[src/rtl/smem_pkg.sv]
package smem_pkg;
  localparam int CNT_W      = 5;
  localparam int PAGE_BEATS = 4;
  localparam int BEAT_W     = $clog2(PAGE_BEATS);

  typedef struct packed {
    logic [3:0]       a2c;
    logic [3:0]       c2s;
    logic [CNT_W-1:0] strobe;
    logic [3:0]       s2c;
    logic [3:0]       c2a;
    logic [3:0]       beat;
    logic             wide;
    logic             burst;
  } smem_cfg_t;

  typedef enum logic [2:0] {
    PH_IDLE, PH_ASU, PH_CSU, PH_ACC, PH_PAGE, PH_CHLD, PH_AHLD
  } smem_ph_e;
endpackage

[src/rtl/smem_cfg_reg.sv]
module smem_cfg_reg
  import smem_pkg::*;
(
  input  logic      clk,
  input  logic      rst_n,
  input  logic      wr_en,
  input  logic      busy,
  input  smem_cfg_t wr_val,
  output smem_cfg_t cfg_q
);
  always_ff @(posedge clk) begin
    if (!rst_n)              cfg_q <= '0;
    else if (wr_en && !busy) cfg_q <= wr_val;
  end

  assert_cfg_frozen_R9: assert property (@(posedge clk) disable iff (!rst_n)
    (busy && wr_en) |=> $stable(cfg_q));
endmodule

[src/rtl/smem_phase_ctl.sv]
module smem_phase_ctl
  import smem_pkg::*;
(
  input  logic              clk,
  input  logic              rst_n,
  input  logic              fire,
  input  logic              req_write,
  input  smem_cfg_t         cfg_live,
  output smem_ph_e          state_d,
  output logic [BEAT_W-1:0] beat_d,
  output logic              busy_q,
  output logic              cap,
  output logic              finish,
  output logic              wr_d,
  output logic              wide_d,
  output logic              page_d
);
  smem_ph_e          state_q;
  logic [CNT_W-1:0]  cnt_q, cnt_d;
  logic [BEAT_W-1:0] beat_q;
  smem_cfg_t         act_q, cur;
  logic              wr_q, adv;

  function automatic logic [CNT_W-1:0] load_of(smem_ph_e ph, smem_cfg_t c);
    case (ph)
      PH_ASU:  load_of = CNT_W'(c.a2c) - CNT_W'(1);
      PH_CSU:  load_of = CNT_W'(c.c2s) - CNT_W'(1);
      PH_ACC:  load_of = c.strobe;
      PH_PAGE: load_of = CNT_W'(c.beat);
      PH_CHLD: load_of = CNT_W'(c.s2c) - CNT_W'(1);
      PH_AHLD: load_of = CNT_W'(c.c2a) - CNT_W'(1);
      default: load_of = '0;
    endcase
  endfunction

  function automatic smem_ph_e tail_of(smem_cfg_t c);
    if (c.s2c != 4'd0)      tail_of = PH_CHLD;
    else if (c.c2a != 4'd0) tail_of = PH_AHLD;
    else                    tail_of = PH_IDLE;
  endfunction

  always_comb begin
    cur     = (state_q == PH_IDLE) ? cfg_live : act_q;
    wr_d    = (state_q == PH_IDLE) ? req_write : wr_q;
    wide_d  = cur.wide;
    page_d  = cur.burst & ~wr_d;
    state_d = state_q;
    beat_d  = beat_q;
    cnt_d   = cnt_q;
    adv     = 1'b0;
    if (state_q == PH_IDLE) begin
      if (fire) begin
        adv    = 1'b1;
        beat_d = '0;
        if (cur.a2c != 4'd0)      state_d = PH_ASU;
        else if (cur.c2s != 4'd0) state_d = PH_CSU;
        else                      state_d = PH_ACC;
      end
    end else if (cnt_q != '0) begin
      cnt_d = cnt_q - CNT_W'(1);
    end else begin
      adv = 1'b1;
      case (state_q)
        PH_ASU:  state_d = (cur.c2s != 4'd0) ? PH_CSU : PH_ACC;
        PH_CSU:  state_d = PH_ACC;
        PH_ACC, PH_PAGE: begin
          if (page_d && beat_q != BEAT_W'(PAGE_BEATS-1)) begin
            state_d = PH_PAGE;
            beat_d  = beat_q + BEAT_W'(1);
          end else begin
            state_d = tail_of(cur);
          end
        end
        PH_CHLD: state_d = (cur.c2a != 4'd0) ? PH_AHLD : PH_IDLE;
        default: state_d = PH_IDLE;
      endcase
    end
    if (adv) cnt_d = load_of(state_d, cur);
  end

  assign cap    = (state_q == PH_ACC || state_q == PH_PAGE) && cnt_q == '0;
  assign finish = (state_q != PH_IDLE) && (state_d == PH_IDLE);

  always_ff @(posedge clk) begin
    if (!rst_n) begin
      state_q <= PH_IDLE;
      cnt_q   <= '0;
      beat_q  <= '0;
      busy_q  <= 1'b0;
      act_q   <= '0;
      wr_q    <= 1'b0;
    end else begin
      state_q <= state_d;
      cnt_q   <= cnt_d;
      beat_q  <= beat_d;
      busy_q  <= (state_d != PH_IDLE);
      if (fire) begin
        act_q <= cfg_live;
        wr_q  <= req_write;
      end
    end
  end

  assert_page_read_only_R7: assert property (@(posedge clk) disable iff (!rst_n)
    (state_q == PH_PAGE) |-> (!wr_q && act_q.burst));
  assert_busy_drops_R11: assert property (@(posedge clk) disable iff (!rst_n)
    finish |=> !busy_q);
endmodule

[src/rtl/smem_bus_drv.sv]
module smem_bus_drv
  import smem_pkg::*;
#(
  parameter int ADDR_W = 16,
  parameter int DATA_W = 16
) (
  input  logic              clk,
  input  logic              rst_n,
  input  logic              fire,
  input  logic [ADDR_W-1:0] req_addr,
  input  logic [DATA_W-1:0] req_wdata,
  input  smem_ph_e          state_d,
  input  logic [BEAT_W-1:0] beat_d,
  input  logic              wr_d,
  input  logic              wide_d,
  input  logic              page_d,
  input  logic              cap,
  input  logic              finish,
  input  logic [DATA_W-1:0] mem_din,
  output logic [ADDR_W-1:0] mem_addr,
  output logic              mem_cs_n,
  output logic              mem_oe_n,
  output logic              mem_we_n,
  output logic [DATA_W-1:0] mem_dout,
  output logic              mem_dout_en,
  output logic              rd_valid,
  output logic [DATA_W-1:0] rd_data,
  output logic              done
);
  localparam int HALF_W = DATA_W / 2;

  logic [ADDR_W-1:0] addr_q, base_now;
  logic [DATA_W-1:0] wdata_q, wdata_now;
  logic              cs_on, strobe_on;

  function automatic logic [DATA_W-1:0] narrow(logic [DATA_W-1:0] v, logic wide);
    narrow = wide ? v : {{(DATA_W-HALF_W){1'b0}}, v[HALF_W-1:0]};
  endfunction

  always_comb begin
    base_now  = fire ? req_addr  : addr_q;
    wdata_now = fire ? req_wdata : wdata_q;
    strobe_on = (state_d == PH_ACC) || (state_d == PH_PAGE);
    cs_on     = strobe_on || (state_d == PH_CSU) || (state_d == PH_CHLD);
  end

  always_ff @(posedge clk) begin
    if (!rst_n) begin
      addr_q      <= '0;
      wdata_q     <= '0;
      mem_addr    <= '0;
      mem_cs_n    <= 1'b1;
      mem_oe_n    <= 1'b1;
      mem_we_n    <= 1'b1;
      mem_dout    <= '0;
      mem_dout_en <= 1'b0;
      rd_valid    <= 1'b0;
      rd_data     <= '0;
      done        <= 1'b0;
    end else begin
      if (fire) begin
        addr_q  <= req_addr;
        wdata_q <= req_wdata;
      end
      if (state_d != PH_IDLE)
        mem_addr <= page_d ? {base_now[ADDR_W-1:BEAT_W], beat_d} : base_now;
      mem_cs_n    <= ~cs_on;
      mem_oe_n    <= ~(strobe_on && !wr_d);
      mem_we_n    <= ~(strobe_on && wr_d);
      mem_dout_en <= cs_on && wr_d;
      mem_dout    <= narrow(wdata_now, wide_d);
      rd_valid    <= cap && !wr_d;
      if (cap && !wr_d) rd_data <= narrow(mem_din, wide_d);
      done        <= finish;
    end
  end

  assert_strobe_inside_cs_R12: assert property (@(posedge clk) disable iff (!rst_n)
    (!mem_oe_n || !mem_we_n) |-> !mem_cs_n);
  assert_one_strobe_R4: assert property (@(posedge clk) disable iff (!rst_n)
    !(!mem_oe_n && !mem_we_n));
  assert_done_single_R11: assert property (@(posedge clk) disable iff (!rst_n)
    done |=> !done);
endmodule

[src/rtl/smem_seq.sv]
module smem_seq
  import smem_pkg::*;
#(
  parameter int ADDR_W = 16,
  parameter int DATA_W = 16
) (
  input  logic              clk,
  input  logic              rst_n,
  input  logic              cfg_we,
  input  logic [3:0]        cfg_a2c,
  input  logic [3:0]        cfg_c2s,
  input  logic [4:0]        cfg_strobe,
  input  logic [3:0]        cfg_s2c,
  input  logic [3:0]        cfg_c2a,
  input  logic [3:0]        cfg_beat,
  input  logic              cfg_wide,
  input  logic              cfg_burst,
  input  logic              req_valid,
  output logic              req_ready,
  input  logic              req_write,
  input  logic [ADDR_W-1:0] req_addr,
  input  logic [DATA_W-1:0] req_wdata,
  output logic              rd_valid,
  output logic [DATA_W-1:0] rd_data,
  output logic              done,
  output logic              busy,
  output logic [ADDR_W-1:0] mem_addr,
  output logic              mem_cs_n,
  output logic              mem_oe_n,
  output logic              mem_we_n,
  output logic [DATA_W-1:0] mem_dout,
  output logic              mem_dout_en,
  input  logic [DATA_W-1:0] mem_din
);
  smem_cfg_t         cfg_wr, cfg_q;
  smem_ph_e          state_d;
  logic [BEAT_W-1:0] beat_d;
  logic              busy_q, fire, cap, finish, wr_d, wide_d, page_d;

  assign cfg_wr    = '{a2c: cfg_a2c, c2s: cfg_c2s, strobe: cfg_strobe, s2c: cfg_s2c,
                       c2a: cfg_c2a, beat: cfg_beat, wide: cfg_wide, burst: cfg_burst};
  assign req_ready = ~busy_q;
  assign busy      = busy_q;
  assign fire      = req_valid && req_ready;

  smem_cfg_reg u_cfg (
    .clk, .rst_n, .wr_en(cfg_we), .busy(busy_q), .wr_val(cfg_wr), .cfg_q
  );

  smem_phase_ctl u_ctl (
    .clk, .rst_n, .fire, .req_write, .cfg_live(cfg_q), .state_d, .beat_d,
    .busy_q, .cap, .finish, .wr_d, .wide_d, .page_d
  );

  smem_bus_drv #(.ADDR_W(ADDR_W), .DATA_W(DATA_W)) u_drv (
    .clk, .rst_n, .fire, .req_addr, .req_wdata, .state_d, .beat_d, .wr_d,
    .wide_d, .page_d, .cap, .finish, .mem_din, .mem_addr, .mem_cs_n,
    .mem_oe_n, .mem_we_n, .mem_dout, .mem_dout_en, .rd_valid, .rd_data, .done
  );

  assert_idle_cs_high_R12: assert property (@(posedge clk) disable iff (!rst_n)
    !busy |-> mem_cs_n);
  assert_no_accept_busy_R8: assert property (@(posedge clk) disable iff (!rst_n)
    (busy && !done) |=> (busy || done));
endmodule

[config.mk]
export PLATFORM = sky130hd
export DESIGN_NAME = smem_seq
export DESIGN_NICKNAME = d
export VERILOG_FILES = /design/src/rtl/smem_pkg.sv /design/src/rtl/smem_cfg_reg.sv /design/src/rtl/smem_phase_ctl.sv /design/src/rtl/smem_bus_drv.sv /design/src/rtl/smem_seq.sv
export SDC_FILE = /design/constraint.sdc
export NUM_CORES = 1
export LEC_CHECK = 0
export BUFFER_PORTS_ARGS = -buffer_cell sky130_fd_sc_hd__buf_2
export CAP_MARGIN = 20
export CORE_ASPECT_RATIO = 1.25
export CORE_MARGIN = 2
export CORE_UTILIZATION = 45
export DETAILED_ROUTE_END_ITERATION = 10
export PLACE_DENSITY_LB_ADDON = 0.3
export SYNTH_ARGS = -nofsm -noshare
export SYNTH_HDL_FRONTEND = slang
export SYNTH_SLANG_ARGS = --single-unit
[constraint.sdc]
create_clock -name clk -period 3.8 [get_ports clk]
set_input_delay 0.95 -clock clk [delete_from_list [all_inputs] [get_ports clk]]
set_output_delay 0.95 -clock clk [all_outputs]
set_load 0.02 [all_outputs]
==> results of run 1 <==
cell families (layout without fill, tap and decap cells):
family	after synthesis	count (layout)	share of synthesized area, %
AND/OR/NAND/NOR	311	311	22.9
AO/OA/AOI/OAI	181	181	18.8
flip-flops	144	144	47.7
buffers and inverters	64	191	4.89
multiplexers	28	28	4.75
adder cells (fa/ha/maj)	3	3	0.622
XOR/XNOR	2	2	0.290
per-stage QoR:
step | hold WS, ns | utilization, % | area (µm²)
floorplan | 0.432 | - | 6040
global placement | 0.440 | 51.6 | 6790
detailed placement | 0.443 | 51.6 | 6790
CTS | 0.452 | 56.1 | 7390
global route | 0.465 | 56.3 | 7410
finish | 0.450 | 56.3 | 7410
registers in the layout, indices dropped and copies added (netlist names), 2 cells and up:
| register | cells |
|---|---|
| u_ctl.cnt_q | 5 |
| u_ctl.state_q | 3 |
| u_ctl.beat_q | 2 |
| u_drv.addr_q | 16 |
| u_drv.rd_data | 16 |
| u_drv.mem_addr | 16 |
| u_ctl.act_q | 27 |
| u_drv.mem_dout | 15 |
| u_drv.wdata_q | 9 |
| u_cfg.cfg_q | 27 |
where the power goes:
group	switching, mW	internal [mW]
Combinational	1.51	0.873
Clock	0.659	1.01
Sequential	0.159	1.76
Total	2.32	3.65
area by class of cell:
type	instances	area (µm²)	share of cell area, %
clock inverter	13	150	2.03
timing repair buffer	150	796	10.7
sequential	144	2880	38.9
multi-input combinational	525	2880	38.9
inverter	9	35.0	0.473
tap	171	214	2.89
clock buffer	19	453	6.11
layer usage:
| metal | vias to the layer above | global-route usage [%] | share of wire, % |
|---|---|---|---|
| li1 | 2771 | - | - |
| met1 | 2515 | 26.0 | 43 |
| met2 | 160 | 37.3 | 49 |
| met3 | 24 | 4.70 | 5.4 |
| met4 | 0 | 9.05 | 2.1 |
| met5 | - | 0 | 0 |
cells in the final DEF (no fill, tap or decap), types with 3 or more instances in the layout:
master / instances
inv_6: 5
dfxtp_1: 144
clkinvlp_4: 5
buf_4: 14
a31oi_1: 4
nand4_1: 9
a211oi_1: 4
nand3_1: 8
nor3b_1: 3
ha_1: 3
a21oi_1: 105
mux2i_1: 26
o211ai_1: 4
and3_1: 3
nor3_1: 23
a22oi_1: 10
nor2_1: 39
inv_1: 8
buf_2: 135
a21boi_0: 4
o22a_1: 14
o21ai_0: 12
clkbuf_16: 17
nand2_1: 199
nor4_1: 3
path summary, 6_finish.rpt:
check,startpoint,cells after the start,end
max,u_ctl.cnt_q[0],13,u_ctl.cnt_q[1]
min,u_drv.rd_data[2],2,u_drv.rd_data[2]
max reg2reg,u_ctl.cnt_q[0],13,u_ctl.cnt_q[1]
min reg2reg,u_drv.rd_data[2],2,u_drv.rd_data[2]
critical path: cells and delay by family, from the launching register on:
| family | cells | cell delay, ns |
|---|---|---|
| fa+ha+maj | 2 | 0.49 |
| simple gates | 3 | 1.04 |
| compound gates | 6 | 1.29 |
| flops | 1 | 0.33 |
| buf+inv | 2 | 0.10 |
==> results_dict.tcl, run 1 <==
set metrics [dict create \
    insertion_delay_ns 0.42 \
    power.density_mw_per_mm2 806 \
    cts-root-buf "clkbuf_16" \
    numPortBuffers 135 \
    routed_wire_length_per_instance_um 14.7 \
    hold_class "register to register" \
    grt_max_degree 63 \
    finalHoldViolations 0 \
    post_drt_via_cell_ratio 5.31 \
    setup_ws_ns 0.402 \
    start_util_pct 45.8 \
    drcViolationCount 0 \
    post_cts_buffers 0 \
    die_y_um 134 \
    die_w_um 108 \
    cp_max_fo 7 \
    clk_path_buf_depth 2 \
    yosysTopAreaCellShare_pct 47.7 \
    cpMaxStageDelayCell "or4b_1" \
    endpoint_kind "register" \
    finalSetupTns_ns 0 \
    slew-limit-headroom_pct 37.9 \
    drive_gt1_share_pct 24.1 \
    drv_cap 0 \
    dr.pass1.iters 5 \
    fillers 1277 \
    ir_drop_mv 0.390 \
    setup_violations 0 \
    syn-num-nets 816 \
    place.gp.congestion 0.874 \
    finalPower_mw 5.97 \
    status "complete, no violations" \
    fin_skew_ns 0.00964 \
    synthTopCellsByCount "nand2_1 (199), dfxtp_1 (144), a21oi_1 (105)" \
    synthFlopType "dfxtp_1" \
    drt-initial-drc-count 400 \
    cts_tree "done" \
    worstSetupPathType "register to register" \
    synthCells 733 \
    synth_top_area_cell "dfxtp_1" \
    cts-resized-gates 0 \
    cts_num_sinks 144 \
    io_pins 136 \
    area_delta_synth_final_pct 22.7 \
    yosysWarnings 0 \
    finalMaxSlewViolations 0 \
    tightest_slew_ns 0.925 \
    synth_edf_count 0 \
    synth.most_common_cell "nand2_1" \
    detailed_place_hpwl_mm 10.6 \
    grt_usage_pct 21.7 \
    grt_first_pass_wirelength_mm 25.2 \
    critPathRequiredTime_ns 4.07 \
    ys_async_sr_fraction_pct 0 \
    leakage_nw 3.15 \
    netlist_area_mm2 0.00604 \
    cp_cell_sequence "inv_1 -> ha_1 -> or4b_1 -> o21ai_2 -> o21ai_0 -> nor3_1 -> nor3_1 -> a211o_1 -> ha_1 -> inv_1 -> a221o_1 -> o21ai_0 -> a21oi_1" \
    arrival_ns 3.67 \
    synth.area.top_cells "dfxtp_1 (48%), nand2_1 (12%), a21oi_1 (8.7%), mux2i_1 (4.3%), nor2_1 (2.4%)" \
    wirelength_mm 15.1 \
    pre_cts_slack_ns 0.0696 \
    dieArea_mm2 0.0144 \
    period_share_pct 89.4 \
    fin_crit_ns 3.40 \
    grt_overflow_total 0 \
    cts_buffers 17 \
    r2r_slack_ns 0.40 \
    crit_path_start_kind "register" \
    htree_num_levels 4 \
    rsz0062_at_grt "no" \
    dr_total_vias 5470 \
    cts_hold_buf 0 \
    postRouteAntennaNets 0 \
    nNetsFinal 930 \
    antenna_found_initial 0 \
    grt_pass1_vias 5307 \
    antenna_cells 0 \
    rows 47 \
    place_inst 998 \
    core-area_mm2 0.0132 \
    max_freq_ghz 0.294 \
    syn_area_per_cell_um2 8.24 \
    seq_area_frac_synth_pct 47.7 \
    slowest_delay_ns 0.62 \
    clk_pin_slew_worst_paths_ns 0.06 \
    synth_cell_types 67 \
    layoutNonFillerInstCount 1031 \
    ys_ff_latch 144 \
]
Note: power is estimated with default switching activity, not from simulation.
==> run 2, diff against run 1 <==
clock period = 3.62 ns   (was 3.8 ns; I/O delays follow)
==> run 2 against run 1 <==
  * First-iteration DRC count shrank 17%
  * Critical path depth grew 1
  * Non-clock buffer count grew 10
  * Routed wire length grew 0.81%
  * Core utilization grew 0.57 points
  * Final cell count grew 0.97%
  * Global-route usage grew 0.26 points
  * Fmax grew 0.65%
  * Sequential power grew 6%
  * Final area grew 1.0%
  * Largest power group unchanged
  * Highest routed layer unchanged
==> results_dict.tcl, run 2 (same netlist as run 1, synthesis figures left out) <==
set metrics [dict create \
    rsz0062_at_grt "no" \
    antenna_cells 0 \
    dr_total_vias 5460 \
    finalHoldViolations 0 \
    clk_path_buf_depth 2 \
    cts_buffers 17 \
    numPortBuffers 135 \
    fin_skew_ns 0.00505 \
    place_inst 1009 \
    final_core_utilization_pct 56.8 \
    endpoint_kind "register" \
    dr.pass1.iters 4 \
    drv_cap 0 \
    crit_path_start_kind "register" \
    grt_first_pass_wirelength_mm 25.3 \
    grt_pass1_vias 5221 \
    postRouteAntennaNets 0 \
    wirelength_mm 15.3 \
    post_drt_via_cell_ratio 5.24 \
    dieArea_mm2 0.0144 \
    ir_drop_mv 0.324 \
    tightest_slew_ns 0.922 \
    hold-path-cell-count 2 \
    finalPower_mw 6.33 \
    layoutNonFillerInstCount 1041 \
    cts_tree "done" \
    cts_num_sinks 144 \
    fin_hold_ws_ns 0.449 \
    hold_class "register to register" \
    rows 47 \
    slew-limit-headroom_pct 38.4 \
    antenna_found_initial 0 \
    io_pins 136 \
    drcViolationCount 0 \
    area_delta_synth_final_pct 24.0 \
    nNetsFinal 940 \
    max_freq_ghz 0.296 \
    fillers 1268 \
    grt_usage_pct 22.0 \
    setup_violations 0 \
    final_common_cell "nand2_1" \
    layout_common_cells "nand2_1 (199), dfxtp_1 (144), buf_2 (135), a21oi_1 (105), nor2_1 (39)" \
    period_share_pct 93.2 \
    critPathRequiredTime_ns 3.92 \
    die_y_um 134 \
    htree_num_levels 4 \
    worstSetupPathType "register to register" \
    drive_gt1_share_pct 25.1 \
    grt_overflow_total 0 \
    leakage_nw 3.20 \
    place.gp.congestion 0.860 \
    routed_wire_length_per_instance_um 14.7 \
    die_w_um 108 \
    start_util_pct 45.8 \
    finalMaxSlewViolations 0 \
    reg_top3 "u_cfg.cfg_q (27), u_ctl.act_q (27)" \
    insertion_delay_ns 0.43 \
    r2r_cells 14 \
    clk_pin_slew_worst_paths_ns 0.06 \
    fin_crit_ns 3.38 \
    status "complete, no violations" \
    post_cts_buffers 0 \
    core-area_mm2 0.0132 \
    drt-initial-drc-count 333 \
    power.density_mw_per_mm2 846 \
    detailed_place_hpwl_mm 10.6 \
    cp_max_fo 11 \
    grt_max_degree 79 \
    arrival_ns 3.68 \
    cts-root-buf "clkbuf_16" \
]
-- run 2: cell count changes in the layout (fill, tap and decap cells not counted), sizes merged --
cell	before	now
buf	150	160
clkbuf	19	18
clkinv	2	3
-- run 2: stage by stage --
stage               setup slack (ns)  setup TNS [ns]  area [µm²]
floorplan                      0.160               0        6040
global route                  0.0238               0        7480
finish                         0.244               0        7480
CTS                            0.242               0        7480
global placement             0.00277               0        6890
detailed placement           -0.0269         -0.0269        6890
-- run 2: layout make-up --
type | count | area (µm²) | area share [%]
Clock buffer | 18 | 439 | 5.87
Inverter | 9 | 35.0 | 0.468
Tap cell | 171 | 214 | 2.86
Timing Repair Buffer | 160 | 876 | 11.7
Sequential cell | 144 | 2880 | 38.5
Clock inverter | 14 | 155 | 2.07
Multi-Input combinational cell | 525 | 2880 | 38.5
-- run 2: timing repair --
action                                  in CTS  in global routing
resized for setup                            0                  2
hold buffers                                 0                  0
endpoints found under the setup margin       0                  1
-- run 2: report_power, final --
| group | switching [mW] | total [mW] | internal, mW |
|---|---|---|---|
| sequential | 0.179 | 2.03 | 1.85 |
| clock | 0.719 | 1.76 | 1.04 |
| combinational | 1.57 | 2.54 | 0.973 |
| total | 2.47 | 6.33 | 3.86 |
-- run 2: path summary, 6_finish.rpt --
check               startpoint                end  slack (ns)
min reg2reg  u_drv.mem_addr[1]  u_drv.mem_addr[1]        0.45
max reg2reg     u_ctl.cnt_q[0]     u_ctl.cnt_q[1]        0.24
min          u_drv.mem_addr[1]  u_drv.mem_addr[1]        0.45
max             u_ctl.cnt_q[0]     u_ctl.cnt_q[1]        0.24
-- run 2: layer usage --
layer	vias up	routed length, µm	global-route usage (%)
met5	-	0	0
met4	0	396	9.33
met3	29	713	5.14
met2	139	7410	36.7
met1	2512	6740	26.9
li1	2780	-	-
-- run 2: critical path, cell delays in order, from the launching register on --
cell and delay, ns:
dfxtp_1 0.33, inv_1 0.06, ha_1 0.21, nor4b_2 0.21
buf_4 0.22, nand2_1 0.09, o31a_2 0.34, o211ai_4 0.25
mux2_2 0.36, a211o_1 0.34, ha_1 0.30, inv_1 0.04
a221o_1 0.29, o21ai_0 0.14, a21oi_1 0.08
